File: src/rtl/shadow_attr_decoder.sv
module shadow_attr_decoder #(
  parameter int ADDR_W = 32,
  parameter int NREG = 7,
  parameter logic [7:0] CFG_BASE = 8'h59
) (
  input  logic              clk,
  input  logic              rst_n,
  input  logic              cfg_wr_en,
  input  logic [7:0]        cfg_addr,
  input  logic [7:0]        cfg_wdata,
  output logic [7:0]        cfg_rdata,
  input  logic              acc_valid,
  input  logic              acc_write,
  input  logic [ADDR_W-1:0] acc_addr,
  output logic              dram_sel,
  output logic              bus_sel
);
  localparam int SEL_W = $clog2(NREG);

  logic [7:0] attr [NREG];
  logic [7:0] cfg_off;
  logic       cfg_hit;

  assign cfg_off = cfg_addr - CFG_BASE;
  assign cfg_hit = (cfg_addr >= CFG_BASE) && (cfg_off < 8'(NREG));

  for (genvar g = 0; g < NREG; g++) begin : g_reg
    always_ff @(posedge clk) begin
      if (!rst_n)
        attr[g] <= 8'h00;
      else if (cfg_wr_en && cfg_hit && cfg_off == 8'(g))
        attr[g] <= cfg_wdata;
    end
  end

  assign cfg_rdata = cfg_hit ? attr[cfg_off[SEL_W-1:0]] : 8'h00;

  logic hi_zero;
  if (ADDR_W > 20) begin : g_hi
    assign hi_zero = ~|acc_addr[ADDR_W-1:20];
  end else begin : g_nohi
    assign hi_zero = 1'b1;
  end

  logic       in_win;
  logic [3:0] seg_idx;
  logic [7:0] sel_reg;
  logic [3:0] nib;
  logic       allow;

  assign in_win  = hi_zero && (acc_addr[19:18] == 2'b11);
  assign seg_idx = (acc_addr[17:16] == 2'b11) ? 4'd1 : acc_addr[17:14] + 4'd2;
  assign sel_reg = attr[seg_idx[3:1]];
  assign nib     = seg_idx[0] ? sel_reg[7:4] : sel_reg[3:0];
  assign allow   = acc_write ? nib[1] : nib[0];

  assign dram_sel = acc_valid && (!in_win || allow);
  assign bus_sel  = acc_valid && in_win && !allow;

  logic unused_ok;
  assign unused_ok = ^{acc_addr[13:0], cfg_off[7:SEL_W], nib[3:2]};
endmodule

File: config.mk
export PLATFORM = sky130hd
export DESIGN_NAME = shadow_attr_decoder
export DESIGN_NICKNAME = d
export VERILOG_FILES = /design/src/rtl/shadow_attr_decoder.sv
export SDC_FILE = /design/constraint.sdc
export NUM_CORES = 1
export LEC_CHECK = 0
export ABC_AREA = 1
export ABC_CLOCK_PERIOD_IN_PS = 8200
export BUFFER_PORTS_ARGS = -buffer_cell sky130_fd_sc_hd__buf_2
export CAP_MARGIN = 30
export CORE_ASPECT_RATIO = 1.75
export CORE_MARGIN = 1
export CORE_UTILIZATION = 60
export DETAILED_ROUTE_END_ITERATION = 7
export GPL_TIMING_DRIVEN = 0
export PLACE_DENSITY_LB_ADDON = 0.05
export SETUP_SLACK_MARGIN = 0.15
export SYNTH_ARGS = -nofsm -noshare
export SYNTH_HDL_FRONTEND = slang
export SYNTH_SLANG_ARGS = --single-unit
File: constraint.sdc
create_clock -name clk -period 8.2 [get_ports clk]
set_input_delay 1.23 -clock clk [delete_from_list [all_inputs] [get_ports clk]]
set_output_delay 1.23 -clock clk [all_outputs]
set_load 0.02 [all_outputs]
# Word level (Yosys, flattened, before mapping)
# Memory sizes are Yosys's and may differ from the RTL's.
# Index checks and enable logic that the tools add are counted.
# op_classes
n_mux,33
bitwise_logic,7
n_reduce_logical,19
n_addsub,2
n_eq_ne,8
order_cmp,2
# ops
op,n
$mux 8,8
$eq 8x3->1 const B,3
$mux 1,23
$eq 8x2->1 const B,2
$logic_and 1x1->1,13
$reduce_or 12->1,1
$eq 8x1->1 const B,1
$ge 8x7->1 const B,1
$logic_not 8->1,1
$lt 8x3->1 const B,1
$sub 8x7->8 const B,1
$or 1x1->1,7
$add 4x2->4 const B,1
$eq 2x2->1 const B,2
$mux 4,1
$logic_not 1->1,3
$mux 2,1
$logic_or 1x1->1,1
# totals
out_inout_bits,10
regBits,0
mem_bits_rw,56
mem_count,1
word_cells,72
# mem_list
name,words,word_bits,rd,rd_clocked_by_memory_dff,write_ports,line,rtl
attr,7,8,2,0,7,20,logic [7:0] attr [NREG];

# Depth between registers and ports, before layout
# Gate-level depths: netlist of run 1.
# depth
ltp_word,9
depth_mapped,13

# Least setup slack after synthesis of run 1
# OpenSTA, ideal clock, no wires.
# synth_timing
path_type,input -> output
from,input cfg_addr[0]
to,output cfg_rdata[2]
stages,9
slack_ns,3.699
arrival_ns,3.271
cell_sequence,buf_6 inv_4 clkbuf_1 ha_1 clkbuf_1 inv_1 buf_1 a211oi_1 a211oi_1
# synth_between
elab_chain_cells,4
elab_cells_between_ends,6
classes_between,1 x add/sub; 2 x order compare; 1 x mux; 1 x reduce/logical; 1 x memory
# synth_rtl
element,line,rtl
"start, declared",9,"input logic [7:0] cfg_addr,"
$sub 8x7->8,24,assign cfg_off = cfg_addr - CFG_BASE;
$lt 8x3->1,25,assign cfg_hit = (cfg_addr >= CFG_BASE) && (cfg_off < 8'(NREG));
$logic_and 1x1->1,25,
$mux 8 (*),36,assign cfg_rdata = cfg_hit ? attr[cfg_off[SEL_W-1:0]] : 8'h00;
"end, declared",11,"output logic [7:0] cfg_rdata,"
# Every way passes the cells marked *; elsewhere a longest branch is shown, timed or not.

# Final worst setup path of run 1
# layout_timing
from,input cfg_addr[0]
to,output cfg_rdata[6]
# The elaborated chain is that of the path after synthesis.

==> impl_metrics.toml, run 1 <==
[routing]
first_pass_iters = 4
viasPerCell = 5.50
vias = 2833
wl_per_cell_um = 16.5
drt-total-wl_mm = 8.48
ant_nets = 0
drc = 0
drt-initial-drc-count = 134

[clock_tree]
cts.path.max_buffers = 2
post_cts_buffers = 0
clk_pin_slew_ns = 0.09
numCtsBuffers = 5
htreeDepth = 2
cts_tree = "built"
root_buffer = "clkbuf_8"
cts_sinks = 56
post_cts_resized = 0
ctsHoldBuffers = 0

[status]
outcome = "finished clean"

[final_layout]
layout-drive-gt1-share = 0.216
top_register = "attr"
top_regs = "attr x56"
fin_nets = 497
area_delta_synth_final_pct = 12.4
antennaDiodeCount = 0
largest_reg_flops = 56
final_cell_count_no_fill = 515

[critical_path]
endpoint_kind = "output pin"
critical_path_class = "in -> out"
crit_arrival_ns = 4.05
cp_max_fo = 12
start_kind = "input port"
crit_required_ns = 6.97

[timing]
slew_headroom = 0.522
period_needed_ns = 5.28
setup_viol = 0
slew_viol_final = 0
rsz0062_at_grt = "no"
finalHoldViolCount = 0
finalCritPeriodShare = 0.644
setup_tns_ns = 0
fmax_ghz = 0.189
tightest_slew_ns = 0.717

[yosys]
synth_edf_count = 56
synth_ff_type = "edfxtp_1"
seq_area_frac_synth = 0.484
syn_inst = 385
ys.warnings.count = 0
netlist-cell-type-count = 31
synth_top_area_share = 0.484
mappedNetlistArea_um2 = 3470
synth_nets = 444
synth_area_leaders = "edfxtp_1, nand2_1, nor3_2, inv_1, nand3_1"
synth.most_common_cell = "nand2_1"
ys_seq_elements = 56
ys_top_cells_by_count = "nand2_1, edfxtp_1, inv_1, nand3_1, nor3_1"
avgSynthCellArea_um2 = 9.02
async_flop_share = 0
synth_top_cell_by_area = "edfxtp_1"

[run]
maxCapViolations = 0

[floorplan]
fp-row-count = 36
start_util = 0.622
io_pins = 63
die_h_um = 103
die_area_um2 = 6110
die_x_um = 59.5
coreArea_um2 = 5590

[pwr]
p_leak_nw = 1.67
powerDensity_nw_per_um2 = 158
ir_drop_uv = 145

[global_route]
grt.overflow.total = 0
grt_pass1_wl_mm = 12.9
antenna_found_initial = 0
first_global_vias = 2716
grt_max_degree = 17
grtUsageTotal = 0.302

[placed_design]
dp.cells = 507
place_congestion = 0.901
port_buffers = 46
dpl.hpwl_mm = 6.48

[hold_path]
min_path_type = "in -> reg"
whs_path_depth = 3
[final timing paths]
check / startpoint / endpoint / slack, ns
setup / recovery: cfg_addr[0] / cfg_rdata[6] / 2.92
hold / removal: cfg_wdata[7] / attr[6][7] / 1.39
[power by group]
| part | internal [W] | switching [W] |
|---|---|---|
| combinational | 0.0000332 | 0.0000759 |
| sequential | 0.000328 | 0.00000440 |
| clock | 0.0000890 | 0.0000869 |
[cell families after synthesis]
group | after synthesis | synth area share
AO/OA/AOI/OAI | 46 | 0.0868
XOR/XNOR | 3 | 0.00757
adder cells (fa/ha/maj) | 6 | 0.0216
flip-flops | 56 | 0.484
buffers and inverters | 71 | 0.0800
AND/OR/NAND/NOR | 203 | 0.320
[routing by layer]
metal  up-vias  routed length [um]  share of wire  GRT usage
met4         0                 469          0.055      0.197
met1      1290                3070           0.36      0.322
met2        78                4640           0.55      0.542
met3        26                 303          0.036     0.0402
met5         -                   0              0          0
li1       1439                   -              -          -
[through the flow]
stage	area [um^2]	hold slack [ns]	total power, W	setup WS (ns)	utilization
floorplan	3470	1.59	0.000411	3.70	-
global placement	3800	1.70	0.000444	3.01	0.680
detailed placement	3800	1.71	0.000447	2.99	0.680
CTS	3910	1.39	0.000615	2.99	0.699
global route	3910	1.41	0.000639	2.74	0.699
finish	3910	1.39	0.000617	2.92	0.699
[cell type report]
cell class / instances / area (um^2)
Buffer: 20 / 83.8
Clock buffer: 5 / 68.8
Clock inverter: 3 / 37.5
Fill cell: 533 / 1680
Inverter: 51 / 194
Multi-Input combinational cell: 258 / 1510
Sequential cell: 56 / 1680
Tap cell: 76 / 95.1
Timing Repair Buffer: 46 / 230
[layout by cell type, fill, tap and decap left out, types with 2 or more instances in the layout]
cell,instances
clkbuf_1,17
nand3_1,34
nand4_1,2
o21ai_0,11
inv_1,49
nand4_2,4
ha_1,6
edfxtp_1,56
buf_2,47
nand2_4,4
a22oi_1,3
nor4_1,2
nor3_1,32
a21oi_1,12
a211oi_1,11
clkinv_1,2
o22ai_1,4
a32o_1,4
nand2_1,66
nor2_1,28
nor3_2,24
xor2_1,3
nor2_2,3
clkbuf_8,5
[worst max-delay path, stage by stage]
cell and delay, ns:
buf_2 0.12, buf_6 0.14, inv_4 0.11, clkbuf_1 0.47, ha_1 0.22, clkbuf_1 0.37
inv_1 0.21, buf_1 0.32, a32o_1 0.38, a211oi_1 0.26, buf_2 0.22
Power figures use the tool's default switching activity.
==> run 2: changes to the inputs <==
- ABC_CLOCK_PERIOD_IN_PS: 8200 -> 4200
- CORE_UTILIZATION: 60 -> 51
- clock period: 8.2 -> 4.2 ns (I/O delays scaled with it)
==> run 2 against run 1 <==
Compared with the run above:
- via count is 0.60% higher
- count of clock-buffer cells in the layout is 1 higher
- sequential power is 96% higher
- sequential share of layout area is 0.67 points lower
- hold slack worse by 0.57 ns
- non-clock buffer count is 1 lower
- global-route usage is 3.8 points lower
- critical path type unchanged
- largest cell class unchanged
==> impl_metrics.toml, run 2 (same netlist as run 1, synthesis figures left out) <==
[status]
outcome = "finished clean"

[timing]
holdWs_ns = 0.823
tightest_slew_ns = 0.693
rsz0062_at_grt = "no"
finalCritPeriodShare = 0.877
slew_viol_final = 0
fmax_ghz = 0.272
setup_tns_ns = 0
setup_viol = 0
finalHoldViolCount = 0
period_needed_ns = 3.68
slew_headroom = 0.538

[global_route]
grt_pass1_wl_mm = 13.8
grt_use_met3 = 0.0247
use_met1 = 0.270
grt.busiest_layer = "met2"
grtUsageTotal = 0.264
grt.overflow.total = 0
antenna_found_initial = 0
gr-usage-met2 = 0.493
first_global_vias = 2875
grt_max_degree = 19

[final_layout]
top_register = "attr"
finalCoreUtilization = 0.607
mostFrequentLayoutCells = "nand2_1, edfxtp_1, inv_1, buf_2, nand3_1"
layout-drive-gt1-share = 0.219
antennaDiodeCount = 0
fillers = 626
area_delta_synth_final_pct = 14.2
largest_reg_flops = 56
top_regs = "attr x56"
mostFrequentLayoutCell = "nand2_1"
fin_nets = 496

[critical_path]
critical_path_class = "in -> out"
critPathBufInv = 7
start_kind = "input port"
crit_chain = "buf_2 > buf_6 > inv_4 > ha_1 > clkbuf_1 > inv_1 > buf_1 > a211oi_1 > a211oi_1 > buf_2"
cp_max_fo = 18
critPathTopFamily = "buffers and inverters"
max_stage_delay_ns = 0.48
cpMaxStageDelayCell = "buf_1"
crit_required_ns = 3.57
endpoint_kind = "output pin"
crit_arrival_ns = 3.05

[clock_tree]
cts.path.max_buffers = 2
numCtsBuffers = 5
ctsHoldBuffers = 0
cts_sinks = 56
cts_tree = "built"
post_cts_buffers = 0
htreeDepth = 2
post_cts_resized = 0
clk_pin_slew_ns = 0.06
root_buffer = "clkbuf_16"

[placed_design]
place_congestion = 0.853
port_buffers = 46
dpl.hpwl_mm = 6.72

[routing]
drt-initial-drc-count = 176
drt-total-wl_mm = 8.79
first_pass_iters = 4
wl_per_cell_um = 16.9
vias = 2850
drc = 0
ant_nets = 0
viasPerCell = 5.48

[floorplan]
die_area_um2 = 7160
coreArea_um2 = 6540
start_util = 0.531
fp-row-count = 39
die_h_um = 111
io_pins = 63
die_x_um = 64.4

[pwr]
p_leak_nw = 1.70
powerDensity_nw_per_um2 = 335
ir_drop_uv = 374

[hold_path]
min_path_type = "in -> reg"

[run]
maxCapViolations = 0
[run 2: cell types whose count changed in the layout (fill, tap and decap cells not counted), sizes merged]
cell and change:
clkinv -1
[run 2: cell type report]
class | instances | area [um^2] | share of cell area
flip-flops and latches | 56 | 1680 | 0.424
multi-input cells | 258 | 1510 | 0.382
repair buffers | 46 | 230 | 0.0580
inverters | 51 | 194 | 0.0489
clock buffers | 6 | 129 | 0.0325
well taps | 82 | 103 | 0.0259
plain buffers | 19 | 80.1 | 0.0202
clock inverters | 2 | 35.0 | 0.00883
[run 2: worst paths after layout]
check / from / end / depth (start not counted)
min: cfg_wdata[7] / attr[6][7] / 3
max: cfg_addr[0] / cfg_rdata[2] / 10
[run 2: stage by stage]
step | instance area (um^2) | cells | power [W] | worst slack, ns
floorplan | 3470 | 385 | 0.000803 | 0.899
global placement | 3810 | 513 | 0.000872 | 0.0518
detailed placement | 3810 | 513 | 0.000876 | 0.0442
CTS | 3970 | 520 | 0.00133 | 0.538
global route | 3970 | 520 | 0.00137 | 0.449
finish | 3970 | 520 | 0.00133 | 0.518
[run 2: report_power, final]
part | total [W] | leakage [nW] | switching [W] | internal, W
clock | 0.000464 | 0.0808 | 0.000183 | 0.000281
sequential | 0.000650 | 0.531 | 0.00000863 | 0.000641
combinational | 0.000213 | 1.09 | 0.000149 | 0.0000644
total | 0.00133 | 1.70 | 0.000341 | 0.000986
[run 2: per-layer routing]
layer	vias to the layer above	part of all wire	routed length [um]
li1	1439	-	-
met4	0	0.038	338
met3	18	0.044	389
met1	1305	0.35	3100
met2	88	0.56	4950
met5	-	0	0
==> run 3: changes to the inputs <==
- BUFFER_PORTS_ARGS: -buffer_cell sky130_fd_sc_hd__buf_2 -> default
- CORE_UTILIZATION: 51 -> 58
- DONT_BUFFER_PORTS: default -> 1
==> run 3 against run 2 <==
Compared with the run above:
- non-clock buffer count down 45
- cell count decreased by 9.4%
- setup slack lost 0.19 ns
- routed wire length down 6.6%
- critical path type unchanged
==> impl_metrics.toml, run 3 (same netlist as run 1, synthesis figures left out) <==
[global_route]
grtUsageTotal = 0.284
grt_pass1_wl_mm = 12.8
grt_max_degree = 19
first_global_vias = 2604
antenna_found_initial = 0
grt.overflow.total = 0

[routing]
first_pass_iters = 4
drt-initial-drc-count = 146
wl_per_cell_um = 17.4
drc = 0
drt-total-wl_mm = 8.21
viasPerCell = 5.69
ant_nets = 0
vias = 2680

[hold_path]
min_path_type = "in -> reg"

[critical_path]
critPathBufInv = 6
crit_required_ns = 3.57
cp_max_fo = 12
max_stage_delay_ns = 0.46
endpoint_kind = "output pin"
critical_path_class = "in -> out"
start_kind = "input port"
critPathTopFamily = "buffers and inverters"
crit_top_cell = "clkbuf_1"
crit_arrival_ns = 3.24
cpMaxStageDelayCell = "clkbuf_1"
crit_chain = "buf_6 > inv_4 > clkbuf_1 > ha_1 > clkbuf_1 > inv_1 > buf_1 > a32o_1 > a211oi_2"

[clock_tree]
htreeDepth = 2
post_cts_resized = 2
ctsHoldBuffers = 0
cts.path.max_buffers = 2
post_cts_buffers = 0
cts_tree = "built"
cts_sinks = 56
numCtsBuffers = 5
clk_pin_slew_ns = 0.10
root_buffer = "clkbuf_8"

[floorplan]
die_area_um2 = 6310
fp-row-count = 37
die_x_um = 60.5
die_h_um = 104
coreArea_um2 = 5830
start_util = 0.595
io_pins = 63

[pwr]
ir_drop_uv = 387
powerDensity_nw_per_um2 = 322
p_leak_nw = 1.48
power.total_w = 0.00120

[timing]
setup_tns_ns = 0
setup_viol = 0
period_needed_ns = 3.87
fmax_ghz = 0.258
slew_viol_final = 0
finalHoldViolCount = 0
rsz0062_at_grt = "no"
slew_headroom = 0.512
holdWs_ns = 0.719
tightest_slew_ns = 0.732
finalCritPeriodShare = 0.922

[final_layout]
antennaDiodeCount = 0
largest_reg_flops = 56
regArea_um2 = 1680
fillers = 534
final_area_um2 = 3720
top_register = "attr"
mostFrequentLayoutCells = "nand2_1, edfxtp_1, inv_1, nand3_1, nor3_1"
final_cell_count_no_fill = 471
layout-drive-gt1-share = 0.148
top_regs = "attr x56"
mostFrequentLayoutCell = "nand2_1"
area_delta_synth_final_pct = 7.13
multiInputGateArea_um2 = 1550
fin_nets = 451

[run]
maxCapViolations = 0

[placed_design]
place_congestion = 0.891
dp.cells = 463
port_buffers = 0
place_area_um2 = 3570
dpl.hpwl_mm = 6.25

[status]
outcome = "finished clean"
==> run 3: area by class of cell <==
class | instances | area share
buffer | 20 | 0.0225
clock inverter | 3 | 0.0124
inverter | 51 | 0.0521
tap | 78 | 0.0262
multi-input combinational | 258 | 0.416
sequential | 56 | 0.452
clock buffer | 5 | 0.0185
==> run 3: stage by stage <==
step | setup slack (ns) | util
final | 0.329 | 0.638
after global placement | 0.126 | 0.612
after floorplan | 0.899 | -
after global routing | 0.171 | 0.638
after detailed placement | 0.0934 | 0.612
after CTS | 0.153 | 0.634
==> run 3: power breakdown <==
part | internal, W | switching [W] | total [W]
Sequential | 0.000640 | 0.00000861 | 0.000649
Combinational | 0.0000532 | 0.000144 | 0.000198
Clock | 0.000180 | 0.000174 | 0.000353
==> run 3: worst paths after layout <==
| path | startpoint | endpoint | slack, ns | depth (start not counted) |
|---|---|---|---|---|
| setup / recovery | cfg_addr[0] | cfg_rdata[6] | 0.33 | 9 |
| hold / removal | cfg_wdata[7] | attr[4][7] | 0.72 | 2 |
==> run 3: metal layers <==
metal	GRT usage	wire, um
met4	0.161	447
met3	0.0323	396
met2	0.503	4500
met5	0	0
met1	0.309	2870
